## config.mk

```make
export PLATFORM = sky130hd
export DESIGN_NAME = cmd_pacer
export DESIGN_NICKNAME = d
export VERILOG_FILES = /design/src/rtl/cmd_pacer.sv
export SDC_FILE = /design/constraint.sdc
export NUM_CORES = 1
export LEC_CHECK = 0
export ABC_AREA = 1
export CORE_UTILIZATION = 55
export CTS_BUF_LIST = sky130_fd_sc_hd__clkbuf_2
export DETAILED_ROUTE_END_ITERATION = 6
export PLACE_DENSITY_LB_ADDON = 0.05
export SYNTH_ARGS = -nofsm -noshare
export SYNTH_HDL_FRONTEND = slang
export SYNTH_SLANG_ARGS = --single-unit
```

## constraint.sdc

```tcl
create_clock -name clk -period 1.9 [get_ports clk]
set_input_delay 0.19 -clock clk [delete_from_list [all_inputs] [get_ports clk]]
set_output_delay 0.19 -clock clk [all_outputs]
set_load 0.02 [all_outputs]
```

## src/rtl/cmd_pacer.sv

```systemverilog
module cmd_pacer #(
  parameter int CMD_W       = 8,
  parameter int DIV_FAST    = 8,
  parameter int DIV_SLOW    = 16,
  parameter int GAP_TICKS   = 2,
  parameter int LOCK_TICKS  = 4,
  parameter int PULSE_TICKS = 4
) (
  input  logic             clk,
  input  logic             rst_n,
  input  logic             wr_en,
  input  logic [CMD_W-1:0] wr_data,
  input  logic             ef_mode,
  input  logic             rate_sel,
  input  logic             tx_done,
  input  logic             rx_done,
  output logic             cmd_valid,
  output logic [CMD_W-1:0] cmd_data,
  output logic             wr_reject,
  output logic             tx_free,
  output logic             rx_halt
);
  localparam int PW = $clog2(DIV_SLOW);
  localparam int CW = $clog2(GAP_TICKS + LOCK_TICKS + PULSE_TICKS + 1);
  localparam logic [2:0] OP_EN_TX = 3'b011;
  localparam logic [2:0] OP_EN_RX = 3'b100;

  logic          ef_q, rate_q;
  logic [PW-1:0] pre_cnt;
  logic [CW-1:0] gap_cnt, lock_cnt, tx_pul, rx_pul;

  wire [PW-1:0] div_last = rate_q ? PW'(DIV_SLOW - 1) : PW'(DIV_FAST - 1);
  wire osc_tick  = pre_cnt >= div_last;
  wire pace_tick = ef_q | osc_tick;

  wire gap_busy  = (gap_cnt != '0) && !(gap_cnt == CW'(1) && pace_tick);
  wire lock_busy = (lock_cnt != '0) && !(lock_cnt == CW'(1) && osc_tick);

  wire op_tx  = wr_data[2:0] == OP_EN_TX;
  wire op_rx  = wr_data[2:0] == OP_EN_RX;
  wire accept = wr_en && !gap_busy && !((op_tx || op_rx) && lock_busy);
  wire go_tx  = accept && op_tx;
  wire go_rx  = accept && op_rx;

  wire tx_start = tx_done && !tx_free && (tx_pul == '0) && !go_tx;
  wire rx_start = rx_done && !rx_halt && (rx_pul == '0) && !go_rx;
  wire tx_end   = (tx_pul == CW'(1)) && osc_tick;
  wire rx_end   = (rx_pul == CW'(1)) && osc_tick;

  wire idle = (gap_cnt == '0) && (lock_cnt == '0) && (tx_pul == '0) && (rx_pul == '0);

  always_ff @(posedge clk or negedge rst_n) begin
    if (!rst_n) begin
      ef_q      <= 1'b0;
      rate_q    <= 1'b0;
      pre_cnt   <= '0;
      gap_cnt   <= '0;
      lock_cnt  <= '0;
      tx_pul    <= '0;
      rx_pul    <= '0;
      cmd_valid <= 1'b0;
      cmd_data  <= '0;
      wr_reject <= 1'b0;
      tx_free   <= 1'b1;
      rx_halt   <= 1'b1;
    end else begin
      pre_cnt <= osc_tick ? '0 : pre_cnt + PW'(1);
      if (idle) begin
        ef_q   <= ef_mode;
        rate_q <= rate_sel;
      end

      cmd_valid <= accept;
      wr_reject <= wr_en && !accept;
      if (accept) cmd_data <= wr_data;

      if (accept)                          gap_cnt <= CW'(GAP_TICKS);
      else if (gap_cnt != '0 && pace_tick) gap_cnt <= gap_cnt - CW'(1);

      if (!ef_q && (tx_start || rx_start))  lock_cnt <= CW'(LOCK_TICKS);
      else if (lock_cnt != '0 && osc_tick) lock_cnt <= lock_cnt - CW'(1);

      if (go_tx)                          tx_pul <= '0;
      else if (tx_start)                  tx_pul <= CW'(PULSE_TICKS);
      else if (tx_pul != '0 && osc_tick) tx_pul <= tx_pul - CW'(1);

      if (go_rx)                          rx_pul <= '0;
      else if (rx_start)                  rx_pul <= CW'(PULSE_TICKS);
      else if (rx_pul != '0 && osc_tick) rx_pul <= rx_pul - CW'(1);

      if (go_tx)                      tx_free <= 1'b0;
      else if (tx_start && !ef_q)     tx_free <= 1'b1;
      else if (tx_end && ef_q)        tx_free <= 1'b1;

      if (go_rx)                      rx_halt <= 1'b0;
      else if (rx_start && !ef_q)     rx_halt <= 1'b1;
      else if (rx_end && ef_q)        rx_halt <= 1'b1;
    end
  end
endmodule

```

==> results.md <==
* Area of the multi-input gates at 842 um2
* Hold Vio Cnt, Final at 0
* Crit-path max cell delay at 0.60 ns
* Initial antenna violation count at 0
* Drt total wl at 3.70 mm
* Pre-CTS WS at 0.215 ns
* Placed Cells at 280
* Post-route insts no fill at 288
* Critical Path Start Type: flop
* Worst-Margin Slew at 0.419 ns
* Initial Util at 59.1%
* Part of the power in registers at 41.7%
* Int Power at 1780 uW
* Die Span X at 59.8 um
* CTS clock-pin slew for the worst setup and hold paths at 0.17 ns
* Sw Ratio at 43.5%
* Synth Warn # at 0
* Leak at 0.00114 uW
* Final core utilization at 70.3%
* Clock Path Buffers at 2
* Sw power at 1370 uW
* Critical path's slowest cell: clkdlybuf4s50_1
* Vias in the first global route at 1,509
* Shortest period the worst path allows at 1.74 ns
* Clk_lat worst skew at 0.37 ns
* DR DRC count at 0
* Clock root buffer: clkbuf_2
* Total global-route track usage at 24.4%
* Max Freq at 0.576 GHz
* Crit Path Max Fanout at 3
* Fillcell total at 265
* Vias at 1,456
* CP Cell Sequence: clkdlybuf4s50_1
* Critical path class: reg2out
* Status: finished clean
* Net Count, Synth at 236
* Dominant cell type by area after synthesis: dfrtp_1
* Clock Skew at 0.00596 ns
* Flops & latches, synth at 34
* Ranking of synthesized cells by area: dfrtp_1 44%, nand2_1 9.2%, ha_1 7.5%
* PD cells at 1440 mW/mm2
* Die Y at 59.8 um
* Largest net degree at the start of global routing at 35
* Yosys top cell area share at 43.7%
* R2r setup slk at 0.19 ns
* DP Wirelength at 2.78 mm
* Max_cap viols at 0
* Worst endpoint required time at 1.71 ns
* Combinational Power Share at 48.2%
* Num CTS Buffers at 5
* Share of cells above drive strength 1 at 11.1%
* CTS tree: done
* WL/cell at 12.8 um
* Setup Buffers After CTS at 0
* Max IR drop VDD at 0.899 mV
* CP Data Arrival Time at 1.55 ns
* Cells after Synth at 210
* CTS sink count at 34
* Tcrit/Tclk final at 91.4%
* First-pass DRT Iterations at 4
* Area growth syn-to-layout at 19.0%
* Hold crit path type: in2async
* Setup ws final at 0.164 ns
* Port bufs at 26
* Final net count at 269
* Setup TNS at 0 ns
* DR iter-0 viols at 73
* DRT antenna net count at 0
* Vias per Instance at 5.06
* First-pass GRT wire length at 6.38 mm
* DIE AREA at 0.00357 mm2
* Dominant delay contributor by cell family on the critical path: buffers and inverters
* Number of core rows at 20
* Mapped Area at 0.00183 mm2
* # setup viols final at 0
* Buf/Inv on CP at 1
* Pins Over Slew Limit at 0
* Htree depth at 2
* Slew HR at 72.1%
* Crit end category: primary output
* Post-CTS sizing at 0
* Clk pwr share at 10.1%
* Core Area at 0.00310 mm2
* Sequential-to-total area share from yosys stat at 46.5%
* Hold_buf cts at 0
* Post-synthesis cell type count at 28
* Num ports at 27
* Total grt overflow at 0
* Mapped Avg Cell Area at 8.73 um2
* Seq. cell area at 853 um2
* N_diodes at 0
* Final GP Congestion at 0.772
* RSZ-0062 raised after global routing: false
per-stage QoR:
step / instance area [um2] / total power [uW] / hold WS, ns
3_3_place_gp: 2150 / 2730 / 0.463
3_5_place_dp: 2150 / 2830 / 0.465
2_1_floorplan: 1830 / 2320 / -0.106
5_1_grt: 2180 / 3410 / 0.202
4_1_cts: 2180 / 3160 / 0.204
6_report: 2180 / 3150 / 0.197
power groups by stage:
stage               Clock [uW]  Sequential (uW)  Combinational (uW)
finish                     316             1310                1520
global route               350             1350                1710
CTS                        323             1310                1530
detailed placement           0             1320                1510
global placement             0             1300                1430
floorplan                    0             1400                 925
area by class of cell:
class,instances,area share [%]
Timing Repair Buffer,27,12.3
Sequential cell,34,39.1
Multi-Input combinational cell,141,38.6
Clock inverter,3,0.516
Tap cell,44,2.52
Inverter,34,5.85
Clock buffer,5,1.15
final timing paths:
kind,start,to,cells past startpoint
worst max-delay path,tx_free,tx_free,1
worst min-delay path,rst_n,pre_cnt[2],2
worst min register to register,pre_cnt[0],pre_cnt[0],1
min in group clk,wr_data[3],cmd_data[3],3
max in group asynchronous,rst_n,tx_free,2
worst max register to register,pre_cnt[3],cmd_data[4],9
Yosys cell counts:
cell type and n:
nand3_2 2, nand4_1 3, dfstp_2 2, o21ai_2 3
inv_2 3, nand3_4 2, buf_6 1, nand4_2 2
dfrtp_1 32, nor3b_1 1, nand2_1 45, inv_1 31
nor3b_2 1, nor3_1 8, a31oi_1 1, or2_0 2
o21ai_1 1, nand3_1 7, nor2_1 21, a21oi_1 7
nand2_4 2, a22oi_1 2, xnor2_1 1, o211ai_1 2
nand2_2 4, ha_1 11, o21ai_0 6, xor2_1 7
logic make-up (layout without fill, tap and decap cells):
logic type,Yosys count,count (layout),synth area share (%)
simple gates,100,100,27.4
compound gates,22,22,7.23
fa+ha+maj,11,11,7.50
flops,34,34,46.5
buf+inv,35,69,7.57
xor+xnor,8,8,3.82
flip-flops by register name, indices dropped and copies added, names as in the netlist, 4 cells and up:
signal    flops
lock_cnt      4
gap_cnt       4
rx_pul        4
pre_cnt       4
cmd_data      8
tx_pul        4
metal layers:
layer  GRT usage (%)  up-vias  wire length [um]
met4            7.64        0                42
met3            8.23        5               212
li1                -      728                 -
met1            28.2      681              1620
met2            42.2       42              1830
met5               0        -                 0
cell usage in the layout, fill, tap and decap left out, drive strengths merged:
cell type	n
clkbuf	5
nand2	51
clkinv	3
clkdlybuf4s50	26
nand3	11
or2	2
dfrtp	32
a31oi	1
xnor2	1
nor3b	2
xor2	7
buf	1
o21ai	10
dfstp	2
inv	34
a22oi	2
a21oi	7
ha	11
nand4	5
nor3	8
o211ai	2
nor2	21
No activity file was read; power rests on OpenSTA's default activity.
